--- src/rtl/sp8_pkg.sv ---
package sp8_pkg;
  typedef enum logic [2:0] {
    ST_FETCH_HI, ST_FETCH_LO, ST_DECODE, ST_EXEC, ST_HALT
  } state_t;

  typedef enum logic [2:0] {
    ALU_ADD, ALU_OR, ALU_AND, ALU_XOR, ALU_ROR
  } alu_op_t;

  localparam logic [3:0] OP_LDM  = 4'h1;
  localparam logic [3:0] OP_LDI  = 4'h2;
  localparam logic [3:0] OP_STM  = 4'h3;
  localparam logic [3:0] OP_MOV  = 4'h4;
  localparam logic [3:0] OP_ADD  = 4'h5;
  localparam logic [3:0] OP_OR   = 4'h7;
  localparam logic [3:0] OP_AND  = 4'h8;
  localparam logic [3:0] OP_XOR  = 4'h9;
  localparam logic [3:0] OP_ROR  = 4'hA;
  localparam logic [3:0] OP_JEQ  = 4'hB;
endpackage

--- src/rtl/sp8_regfile.sv ---
module sp8_regfile #(
  parameter int DW   = 8,
  parameter int NREG = 16,
  parameter int RAW  = $clog2(NREG)
) (
  input  logic           clk,
  input  logic           rst,
  input  logic           we,
  input  logic [RAW-1:0] waddr,
  input  logic [DW-1:0]  wdata,
  input  logic [RAW-1:0] raddr_a,
  input  logic [RAW-1:0] raddr_b,
  output logic [DW-1:0]  rdata_a,
  output logic [DW-1:0]  rdata_b,
  output logic [DW-1:0]  rdata_z
);
  logic [DW-1:0] regs [NREG];

  always_ff @(posedge clk) begin
    if (rst) begin
      for (int i = 0; i < NREG; i++) regs[i] <= '0;
    end else if (we) begin
      regs[waddr] <= wdata;
    end
  end

  assign rdata_a = regs[raddr_a];
  assign rdata_b = regs[raddr_b];
  assign rdata_z = regs[0];
endmodule

--- src/rtl/sp8_alu.sv ---
module sp8_alu
  import sp8_pkg::*;
#(
  parameter int DW  = 8,
  parameter int SHW = $clog2(DW)
) (
  input  alu_op_t        op,
  input  logic [DW-1:0]  a,
  input  logic [DW-1:0]  b,
  input  logic [SHW-1:0] amt,
  output logic [DW-1:0]  y
);
  logic [2*DW-1:0] dbl;

  always_comb begin
    dbl = {a, a} >> amt;
    unique case (op)
      ALU_ADD: y = a + b;
      ALU_OR:  y = a | b;
      ALU_AND: y = a & b;
      ALU_XOR: y = a ^ b;
      ALU_ROR: y = dbl[DW-1:0];
      default: y = a;
    endcase
  end
endmodule

--- src/rtl/sp8_ctrl.sv ---
module sp8_ctrl
  import sp8_pkg::*;
#(
  parameter int DW  = 8,
  parameter int AW  = 8,
  parameter int RAW = 4,
  parameter int SHW = $clog2(DW),
  localparam int IW = 2 * DW
) (
  input  logic           clk,
  input  logic           rst,
  input  logic [DW-1:0]  mem_rdata,
  input  logic [DW-1:0]  rd_a,
  input  logic [DW-1:0]  rd_z,
  input  logic [DW-1:0]  alu_y,
  output logic [AW-1:0]  mem_addr,
  output logic           mem_we,
  output logic [RAW-1:0] ra_a,
  output logic [RAW-1:0] ra_b,
  output logic           rf_we,
  output logic [RAW-1:0] rf_waddr,
  output logic [DW-1:0]  rf_wdata,
  output alu_op_t        alu_op,
  output logic [SHW-1:0] alu_amt,
  output logic           halted
);
  state_t        state;
  logic [AW-1:0] pc;
  logic [IW-1:0] ir;
  logic [3:0]    opc;
  logic [RAW-1:0] f_r, f_s, f_t;
  logic [DW-1:0] imm;
  logic          op_valid, op_wr;

  assign opc = ir[IW-1 -: 4];
  assign f_r = ir[11:8];
  assign f_s = ir[7:4];
  assign f_t = ir[3:0];
  assign imm = ir[DW-1:0];

  always_comb begin
    unique case (opc)
      OP_LDM, OP_LDI, OP_STM, OP_MOV, OP_ADD, OP_OR,
      OP_AND, OP_XOR, OP_ROR, OP_JEQ: op_valid = 1'b1;
      default:                        op_valid = 1'b0;
    endcase
    unique case (opc)
      OP_LDM, OP_LDI, OP_MOV, OP_ADD, OP_OR,
      OP_AND, OP_XOR, OP_ROR: op_wr = 1'b1;
      default:                op_wr = 1'b0;
    endcase
  end

  always_ff @(posedge clk) begin
    if (rst) begin
      state <= ST_FETCH_HI;
      pc    <= '0;
      ir    <= '0;
    end else begin
      unique case (state)
        ST_FETCH_HI: state <= ST_FETCH_LO;
        ST_FETCH_LO: begin
          ir[IW-1:DW] <= mem_rdata;
          state       <= ST_DECODE;
        end
        ST_DECODE: begin
          ir[DW-1:0] <= mem_rdata;
          pc         <= pc + AW'(2);
          state      <= ST_EXEC;
        end
        ST_EXEC: begin
          if (!op_valid) state <= ST_HALT;
          else           state <= ST_FETCH_HI;
          if (opc == OP_JEQ && rd_a == rd_z) pc <= AW'(imm);
        end
        default: state <= ST_HALT;
      endcase
    end
  end

  always_comb begin
    unique case (state)
      ST_FETCH_LO: mem_addr = pc + AW'(1);
      ST_DECODE:   mem_addr = AW'(mem_rdata);
      ST_EXEC:     mem_addr = AW'(imm);
      default:     mem_addr = pc;
    endcase
  end

  assign mem_we = (state == ST_EXEC) && (opc == OP_STM);
  assign halted = (state == ST_HALT);

  assign ra_a = (opc == OP_STM || opc == OP_ROR || opc == OP_JEQ) ? f_r : f_s;
  assign ra_b = f_t;
  assign alu_amt = f_t[SHW-1:0];

  always_comb begin
    unique case (opc)
      OP_OR:   alu_op = ALU_OR;
      OP_AND:  alu_op = ALU_AND;
      OP_XOR:  alu_op = ALU_XOR;
      OP_ROR:  alu_op = ALU_ROR;
      default: alu_op = ALU_ADD;
    endcase
    unique case (opc)
      OP_LDM:  rf_wdata = mem_rdata;
      OP_LDI:  rf_wdata = imm;
      OP_MOV:  rf_wdata = rd_a;
      default: rf_wdata = alu_y;
    endcase
  end

  assign rf_we    = (state == ST_EXEC) && op_wr;
  assign rf_waddr = (opc == OP_MOV) ? f_t : f_r;
endmodule

--- src/rtl/sp8_cpu.sv ---
module sp8_cpu
  import sp8_pkg::*;
#(
  parameter int DW   = 8,
  parameter int AW   = 8,
  parameter int NREG = 16,
  localparam int RAW = $clog2(NREG),
  localparam int SHW = $clog2(DW)
) (
  input  logic          clk,
  input  logic          rst,
  output logic [AW-1:0] mem_addr,
  output logic          mem_we,
  output logic [DW-1:0] mem_wdata,
  input  logic [DW-1:0] mem_rdata,
  output logic [DW-1:0] out_data,
  output logic          out_valid,
  output logic          halted
);
  logic [RAW-1:0] ra_a, ra_b, waddr;
  logic [DW-1:0]  rd_a, rd_b, rd_z, wdata, alu_y;
  logic           rf_we;
  alu_op_t        alu_op;
  logic [SHW-1:0] alu_amt;

  sp8_regfile #(.DW(DW), .NREG(NREG), .RAW(RAW)) u_rf (
    .clk(clk), .rst(rst), .we(rf_we), .waddr(waddr), .wdata(wdata),
    .raddr_a(ra_a), .raddr_b(ra_b),
    .rdata_a(rd_a), .rdata_b(rd_b), .rdata_z(rd_z)
  );

  sp8_alu #(.DW(DW), .SHW(SHW)) u_alu (
    .op(alu_op), .a(rd_a), .b(rd_b), .amt(alu_amt), .y(alu_y)
  );

  sp8_ctrl #(.DW(DW), .AW(AW), .RAW(RAW), .SHW(SHW)) u_ctrl (
    .clk(clk), .rst(rst), .mem_rdata(mem_rdata),
    .rd_a(rd_a), .rd_z(rd_z), .alu_y(alu_y),
    .mem_addr(mem_addr), .mem_we(mem_we),
    .ra_a(ra_a), .ra_b(ra_b),
    .rf_we(rf_we), .rf_waddr(waddr), .rf_wdata(wdata),
    .alu_op(alu_op), .alu_amt(alu_amt), .halted(halted)
  );

  assign mem_wdata = rd_a;

  always_ff @(posedge clk) begin
    if (rst) begin
      out_valid <= 1'b0;
      out_data  <= '0;
    end else begin
      out_valid <= rf_we && (waddr == RAW'(NREG - 1));
      if (rf_we && (waddr == RAW'(NREG - 1))) out_data <= wdata;
    end
  end
endmodule

--- config.mk ---
export PLATFORM = sky130hd
export DESIGN_NAME = sp8_cpu
export DESIGN_NICKNAME = d
export VERILOG_FILES = /design/src/rtl/sp8_pkg.sv /design/src/rtl/sp8_regfile.sv /design/src/rtl/sp8_alu.sv /design/src/rtl/sp8_ctrl.sv /design/src/rtl/sp8_cpu.sv
export SDC_FILE = /design/constraint.sdc
export NUM_CORES = 1
export LEC_CHECK = 0
export ABC_AREA = 0
export BUFFER_PORTS_ARGS = -buffer_cell sky130_fd_sc_hd__buf_2
export CAP_MARGIN = 20
export CORE_MARGIN = 5
export CORE_UTILIZATION = 39
export DETAILED_ROUTE_END_ITERATION = 10
export SYNTH_ARGS = -nofsm -noshare
export SYNTH_HDL_FRONTEND = slang
export SYNTH_SLANG_ARGS = --single-unit
--- constraint.sdc ---
create_clock -name clk -period 8.73 [get_ports clk]
set_input_delay 1.746 -clock clk [delete_from_list [all_inputs] [get_ports clk]]
set_output_delay 1.746 -clock clk [all_outputs]
set_load 0.01 [all_outputs]
; ---- Word level (Yosys, flattened, before mapping)
; Memories as Yosys holds them, arrays and structs flattened. A register that Yosys moved wholly into a read port is not among the register bits.
; Index checks and enable logic that the tools add are counted.
; W data, S select, Z words.
[totals]
word_cells = 71
romBits = 32
out_inout_bits = 27
ram_bits = 128
ff_bits = 36
n_memories = 3
[op_classes]
n_reduce_logical = 11
n_addsub = 3
bitwise_logic = 3
shift = 1
mux = 24
eq_ne = 20
[mem_list]
columns = memory, depth, width, read_ports, rd_clocked_by_memory_dff, write_ports, line_no
row1 = u_rf.regs, 16, 8, 3, 1, 16, sp8_regfile.sv:17  ; logic [DW-1:0] regs [NREG];
row2 = (name not given), 16, 1, 1, 1, 0, sp8_ctrl.sv:42  ; unique case (opc)
row3 = (name not given), 16, 1, 1, 1, 0, sp8_ctrl.sv:47  ; unique case (opc)
[op_table]
columns = cell, n
row1 = $pmux W8 S3, 2
row2 = $pmux W8 S5, 1
row3 = $mux W4, 9
row4 = $pmux W3 S4, 2
row5 = $eq A4 B4 Y1 const B, 5
row6 = $mux W8, 2
row7 = $pmux W8 S2, 1
row8 = $shr A16 B3 Y8, 1
row9 = $eq A3 B2 Y1 const B, 4
row10 = $add A8 B1 Y8 const B, 1
row11 = $add A8 B2 Y8 const B, 1
row12 = $add A8 B8 Y8, 1
row13 = $and A8 B8 Y8, 1
row14 = $eq A4 B2 Y1 const B, 2
row15 = $eq A4 B3 Y1 const B, 2
row16 = $eq A8 B8 Y1, 1
row17 = $or A8 B8 Y8, 1
row18 = $reduce_or A8 Y1, 1
row19 = $xor A8 B8 Y8, 1
row20 = $eq A3 B1 Y1 const B, 2
row21 = $eq A3 B3 Y1 const B, 2
row22 = $logic_not A3 Y1, 2
row23 = $mux W1, 6
row24 = $eq A4 B1 Y1 const B, 1
row25 = other kinds (6), 10

; ---- Logic depth before layout (Yosys ltp)
; Gate-level depths: netlist (run 1).
; An unclocked memory read counts as a cell.
[depth]
depth_word = 9
mapped_depth = 22
mapped_depth_nobuf = 16

; ---- By module
; Synthesis (run 1) repeated with hierarchy kept, for this count alone.
[hier_totals]
hier_cells = 925
hier_area_um2 = 10603.9
[modules_own_cells]
columns = mod, n_inst, cells_per_inst, area_each_um2
row1 = sp8_regfile, 1, 445, 6802.8
row2 = sp8_ctrl, 1, 284, 2205.9
row3 = sp8_alu, 1, 158, 1188.6
row4 = sp8_cpu, 1, 38, 406.6

; ---- Worst setup path after synthesis (run 1)
; OpenSTA, ideal clock, no wires.
[synth_path]
kind = flip-flop to flip-flop
startpoint = reg with a tool-made name
endpoint = mem u_rf.regs[10][7] (data pin)
setup_ns = 0.273
synth_period_minus_slack_ns = 4.803
arrival_ns = 4.529
setup_slack_ns = 3.927
stages_incl_launch_ff = 16
path_buffers = 4
required_ns = 8.457
path_cell_list = dfxtp_1 -> clkbuf_1 -> buf_1 -> buf_1 -> mux4_2 -> mux4_2 -> ha_1 -> a21oi_1 -> o22ai_1 -> a222oi_1 -> o21ai_0 -> a31oi_1 -> o221ai_2 -> a311oi_4 -> buf_6 -> nor3_2
[synth_lines]
columns = element, line_no
row1 = "end, declared", sp8_regfile.sv:17

==> impl_metrics.tcl, run 1 <==
set metrics [dict create \
    finalSetupViolCount 0 \
    synth_edf_count 128 \
    wl_met1_microns 19300 \
    die_w_microns 191 \
    wl_met3_microns 5000 \
    cp-start-kind "register" \
    cts_resized 0 \
    rows 66 \
    rsz0062_at_grt "false" \
    drive_gt1_frac 0.183 \
    firstDrtPassIters 6 \
    final_nets 1364 \
    vias 11449 \
    syn2layout_area_growth_pct 8.14 \
    synth_area_leaders "edfxtp_1, mux4_2, dfxtp_1" \
    async_flop_share 0 \
    ys_ff_latch 170 \
    initial_core_util 0.393 \
    dp_cells 1755 \
    max_cap_violations 0 \
    power_density_mw_per_mm2 184 \
    critPathSlowestCell "o31ai_4" \
    peakVddDrop_mv 0.161 \
    finalCritPeriodShare 0.710 \
    yosysUniqueCellTypes 100 \
    wl_per_cell_microns 26.3 \
    fill_cells 3218 \
    viasPerCell 6.40 \
    cts_setup_buffers 0 \
    first_global_vias 10821 \
    drc_errors 0 \
    synth_ff_type "edfxtp_1" \
    worstSkewPairLatency_ns 0.45 \
    finClkSkew_ns 0.0142 \
    synth_top_cells_by_count "nand2_1, nor2_1, edfxtp_1" \
    fmax_mhz 161 \
    clk_pin_slew_worst_paths_ns 0.07 \
    place_congestion 1.01 \
    synth_area_leader_cell "edfxtp_1" \
    drv_slew 0 \
    cts_tree "yes" \
    hp-class "register to register" \
    synth.top_cell.area_share 0.302 \
    ctsHoldBuffers 0 \
    drt_iter0_markers 1466 \
    hold_depth 2 \
    htreeDepth 4 \
    relSlewSlack 0.252 \
    finalCriticalPeriod_ns 6.20 \
    met2WireLength_microns 20300 \
    mappedNetlistNets 1382 \
    top_layer "met4" \
    dp_hpwl_microns 33700 \
    reg2reg_depth 16 \
    cts_buffer_depth 2 \
    cp_top_family "compound AO/OA/AOI/OAI gates" \
    cts.sinks 170 \
    seq_area_sq_mm 0.00469 \
    synthMostInstantiatedCell "nand2_1" \
    yosysWarnings 0 \
    cellLeakagePower_nw 4.60 \
    worstSetupEndpointType "register" \
    grt_overflow 0 \
    worst-path-stages 16 \
    wl_microns 47000 \
    final_cells 1789 \
    die_h_microns 191 \
    multi_input_area_sq_mm 0.00739 \
    num_io_pins 37 \
    grt_max_degree 42 \
    cp_num_buf_inv 3 \
    grt_pass1_wl_microns 70600 \
    cp_data_required_time_ns 8.88 \
    worst_pin_slew_ns 1.12 \
    slowest_delay_ns 0.97 \
    core_sq_mm 0.0324 \
    status "finished clean" \
    grtUsageTotal 0.257 \
    die_area_sq_mm 0.0363 \
    port_buffers 36 \
    postSynthAreaPerCell_sq_um 9.41 \
    synth_area_sq_mm 0.0127 \
    cp_cell_sequence "or2_2 > buf_4 > nand2_1 > buf_4 > a311oi_1 > mux2i_1 > o22ai_2 > or2_2 > ha_1 > ha_1 > a221oi_1 > inv_1 > nor3_1 > nor3_1 > o31ai_4 > nor2_1" \
    drtAntennaViolNets 0 \
    antenna_found_initial 1 \
    fin_setup_tns_ns 0 \
    critPathArrivalTime_ns 6.35 \
    cts_inserted_buffers 17 \
    syn_inst 1351 \
    hold_violations 0 \
    root_buffer "clkbuf_16" \
    crit_type "register to register" \
    ys_seq_area_frac 0.369 \
    worstPathMaxFanout 23 \
]
[registers in the layout (all words and copies together) (netlist names), named ones only]
signal           cells
out_valid            1
u_rf.regs          128
out_data             8
u_ctrl.state         3
u_ctrl.ir           16
u_ctrl.op_valid      1
u_ctrl.op_wr         1
u_ctrl.pc            8
[worst paths after layout]
check,start,endpoint,slack [ns]
worst max register to register,u_ctrl.ir[15],u_rf.regs[13][4],2.53
worst min register to register,out_data[5],out_data[5],0.45
worst min-delay path,out_data[5],out_data[5],0.45
worst max-delay path,u_ctrl.ir[15],u_rf.regs[13][4],2.53
[layout by cell type (no fill, tap or decap), drive strengths merged, types with 18 or more instances in the layout]
| cell | count |
|---|---|
| a211oi | 57 |
| a21oi | 82 |
| a22oi | 27 |
| a311oi | 22 |
| buf | 69 |
| clkbuf | 18 |
| dfxtp | 42 |
| edfxtp | 128 |
| ha | 21 |
| inv | 39 |
| mux2i | 25 |
| mux4 | 45 |
| nand2 | 172 |
| nand2b | 87 |
| nand3 | 40 |
| nor2 | 146 |
| nor3 | 56 |
| o21ai | 64 |
[metal layers]
layer | GRT usage | up-vias
li1 | - | 5042
met1 | 0.354 | 5582
met2 | 0.386 | 696
met3 | 0.0608 | 129
met4 | 0.114 | 0
met5 | 0 | -
[tightest hold or removal path: stages (launching register included)]
cell     delay [ns]
dfxtp_1        0.31
nand2_1        0.05
o21ai_1        0.05
[where the power goes]
part	switching (W)	total [W]	leakage, nW	internal [W]
sequential	0.0000481	0.000947	1.66	0.000899
combinational	0.000581	0.000841	2.67	0.000260
clock	0.000369	0.000746	0.262	0.000377
[cells by family (layout without fill, tap and decap cells)]
kind of cell	after synthesis	after routing	share of synthesized area
other cells	0	1	0
mux	75	75	0.104
simple gates	572	572	0.232
flops	170	170	0.369
fa+ha+maj	21	21	0.0207
buf+inv	137	132	0.0525
compound gates	362	362	0.213
xor+xnor	14	14	0.00965
[per-stage QoR]
| stage | hold WS [ns] | cell area, sq um | utilization | setup WS (ns) | power (W) |
|---|---|---|---|---|---|
| 2_1_floorplan | 0.472 | 12700 | - | 3.93 | 0.00150 |
| 3_3_place_gp | 0.435 | 13100 | 0.406 | 2.72 | 0.00177 |
| 3_5_place_dp | 0.441 | 13200 | 0.407 | 2.72 | 0.00178 |
| 4_1_cts | 0.454 | 13700 | 0.424 | 2.70 | 0.00252 |
| 5_1_grt | 0.476 | 13700 | 0.424 | 2.27 | 0.00262 |
| 6_report | 0.448 | 13700 | 0.425 | 2.53 | 0.00253 |
[area by class of cell]
class,count,area share
multi-input combinational,1044,0.538
sequential,170,0.341
tap,442,0.0402
timing repair buffer,69,0.0319
clock buffer,18,0.0312
clock inverter,14,0.00947
inverter,31,0.00847
antenna,1,0.000182
Note: power is estimated with default switching activity, not from simulation.
==> inputs of run 2 (changes only) <==
--- a/config.mk
+++ b/config.mk
@@ -5,7 +5,7 @@
 export SDC_FILE = /design/constraint.sdc
 export NUM_CORES = 1
 export LEC_CHECK = 0
-export ABC_AREA = 0
+export ABC_AREA = 1
 export BUFFER_PORTS_ARGS = -buffer_cell sky130_fd_sc_hd__buf_2
 export CAP_MARGIN = 20
 export CORE_MARGIN = 5
==> constraint.sdc (replaced) <==
create_clock -name clk -period 5.6 [get_ports clk]
set_input_delay 1.12 -clock clk [delete_from_list [all_inputs] [get_ports clk]]
set_output_delay 1.12 -clock clk [all_outputs]
set_load 0.01 [all_outputs]
==> run 2 against run 1 <==
First-iteration DRC count down 32%. Synthesized cell count up 4.5%. Core utilization up 0.74 points. Combinational power up 31%. Clock skew down 0.00095 ns. Sequential cell count unchanged. Critical endpoint is now u_rf.regs[0][7].
==> impl_metrics.tcl, run 2 <==
set metrics [dict create \
    grt_max_degree 64 \
    die_area_sq_mm 0.0309 \
    firstDrtPassIters 8 \
    htreeDepth 4 \
    cellLeakagePower_nw 4.94 \
    rsz0062_at_grt "false" \
    power.switching_w 0.00146 \
    cts_buffer_depth 2 \
    relSlewSlack 0.251 \
    die_w_microns 176 \
    yosysUniqueCellTypes 43 \
    dp_slack_ns 1.15 \
    grt_pass1_wl_microns 54400 \
    synth_area_leader_cell "edfxtp_1" \
    crit_type "register to register" \
    drtAntennaViolNets 0 \
    core_sq_mm 0.0270 \
    status "finished clean" \
    total_power_w 0.00375 \
    seq_area_sq_mm 0.00469 \
    cp_top_family "simple AND/OR/NAND/NOR gates" \
    regMostFlops "u_rf.regs" \
    cp_data_required_time_ns 5.77 \
    peakVddDrop_mv 0.172 \
    dp_hpwl_microns 25400 \
    slowest_delay_ns 0.88 \
    synth_edf_count 128 \
    root_buffer "clkbuf_16" \
    cp-start-kind "register" \
    mappedNetlistNets 1443 \
    viasPerCell 5.70 \
    fmax_mhz 216 \
    die_h_microns 176 \
    cts_tree "yes" \
    first_global_vias 9745 \
    synth_ff_type "edfxtp_1" \
    finalCritPeriodShare 0.828 \
    port_buffers 36 \
    place_area_sq_mm 0.0111 \
    power_density_mw_per_mm2 321 \
    wl_microns 35600 \
    fill_cells 2770 \
    ctsHoldBuffers 0 \
    rows 60 \
    finalSetupViolCount 0 \
    worstSetupEndpointType "register" \
    critPathArrivalTime_ns 4.81 \
    drc_errors 0 \
    final_nets 1451 \
    fin_ws_ns 0.961 \
    cts_resized 0 \
    initial_core_util 0.396 \
    synth_top_cells_by_count "nand2_1, nand3_1, nor2_1" \
    largest_reg_flops 128 \
    syn2layout_area_growth_pct 9.00 \
    crit_top_cell "nand3_1" \
    syn_inst 1412 \
    grt_overflow 0 \
    synth_area_leaders "edfxtp_1, nand2_1, nand3_1" \
    cp_num_buf_inv 3 \
    place_congestion 0.963 \
    cts_inserted_buffers 17 \
    async_flop_share 0 \
    cp_cell_sequence "nand2_2 > inv_2 > nand2_2 > nand2_4 > o21ai_2 > buf_4 > nand3_1 > nand3_1 > nand3_1 > nand2_2 > inv_1 > ha_1 > a21oi_1 > nor3_1 > a211oi_1 > nand3_1 > nand3_1 > nand3_1 > nand2_2 > nor2_1" \
    synth.top_cell.area_share 0.359 \
    p_int_w 0.00229 \
    seq_power_share 0.388 \
    final_area_sq_mm 0.0117 \
    worstPathMaxFanout 16 \
    critPathSlowestCell "o21ai_2" \
    fin_setup_tns_ns 0 \
    synthMostInstantiatedCell "nand2_1" \
    antenna_found_initial 0 \
    cts_setup_buffers 0 \
    wl_per_cell_microns 20.1 \
    drive_gt1_frac 0.0984 \
    clk_pin_slew_worst_paths_ns 0.08 \
    ys_ff_latch 170 \
    switching_share 0.390 \
    comb_power_share 0.294 \
    grtUsageTotal 0.228 \
    largestRegisters "u_rf.regs: 128 flops, u_ctrl.ir: 16 flops" \
    finClkSkew_ns 0.0132 \
    antenna_cells 0 \
    vias 10104 \
    postSynthAreaPerCell_sq_um 7.59 \
    max_cap_violations 0 \
    final_common_cell "nand2_1" \
    hold_violations 0 \
    multi_input_area_sq_mm 0.00505 \
    num_io_pins 37 \
    p_clk_frac 0.318 \
    worstSkewPairLatency_ns 0.44 \
    worst_pin_slew_ns 1.12 \
    ff2ff_setup_slack_ns 0.96 \
    finalCriticalPeriod_ns 4.64 \
    drt_iter0_markers 1000 \
    ys_seq_area_frac 0.437 \
    hp-class "register to register" \
    final_cell_mix "nand2_1, nand3_1, nor2_1" \
    synth_area_sq_mm 0.0107 \
    drv_slew 0 \
    yosysWarnings 0 \
    cts.sinks 170 \
]
-- run 2: changes by cell type after synthesis, moves of 22 or more --
cell,change
a211oi_1,-46
a22oi_1,-25
clkbuf_1,-24
inv_1,+116
mux4_2,-45
nand2_1,+164
nand2b_1,-87
nand3_1,+173
nor2_1,+54
o21ai_0,+22
-- run 2: logic make-up (layout without fill, tap and decap cells) --
kind of cell	Yosys count	count (layout)	synth area share
AND/OR/NAND/NOR	787	787	0.319
buffers and inverters	218	239	0.0907
AO/OA/AOI/OAI	194	194	0.108
flip-flops	170	170	0.437
adder cells (fa/ha/maj)	21	21	0.0245
multiplexers	18	18	0.0172
XOR/XNOR	4	4	0.00327
-- run 2: metal layers --
metal	GRT usage	wire, microns	part of all wire	vias to the layer above
li1	-	-	-	4757
met1	0.299	15100	0.42	4795
met2	0.368	16500	0.46	453
met3	0.0476	2770	0.078	99
met4	0.0932	1340	0.038	0
met5	0	0	0	-
-- run 2: worst min-delay path: stages (launching register included) --
cell,delay (ns)
dfxtp_1,0.31
nand2_1,0.06
nand2_1,0.04
-- run 2: final timing paths --
path | cells past startpoint | startpoint | end
worst max-delay path | 20 | u_ctrl.ir[12] | u_rf.regs[0][7]
worst min register to register | 2 | out_data[6] | out_data[6]
worst min-delay path | 2 | out_data[6] | out_data[6]
worst max register to register | 20 | u_ctrl.ir[12] | u_rf.regs[0][7]
-- run 2: power groups by stage --
stage          clock network [W]  logic, W  registers, W
2_1_floorplan                  0  0.000792       0.00146
3_3_place_gp                   0   0.00108       0.00148
3_5_place_dp                   0   0.00108       0.00148
4_1_cts                  0.00120   0.00109       0.00145
5_1_grt                  0.00126   0.00120       0.00146
6_report                 0.00120   0.00110       0.00146
-- run 2: layout make-up --
type                            count  share of cell area
Clock buffer                       17              0.0364
Inverter                          153              0.0492
Multi-Input combinational cell   1024               0.433
Tap cell                          341              0.0365
Timing Repair Buffer               54              0.0281
Clock inverter                     15              0.0151
Sequential cell                   170               0.402
-- run 2: through the flow --
step / hold WS (ns) / utilization / std cells
final: 0.450 / 0.432 / 1774
after global routing: 0.467 / 0.432 / 1774
after CTS: 0.452 / 0.432 / 1773
after detailed placement: 0.435 / 0.409 / 1741
after global placement: 0.436 / 0.409 / 1741
after floorplan: 0.427 / - / 1412
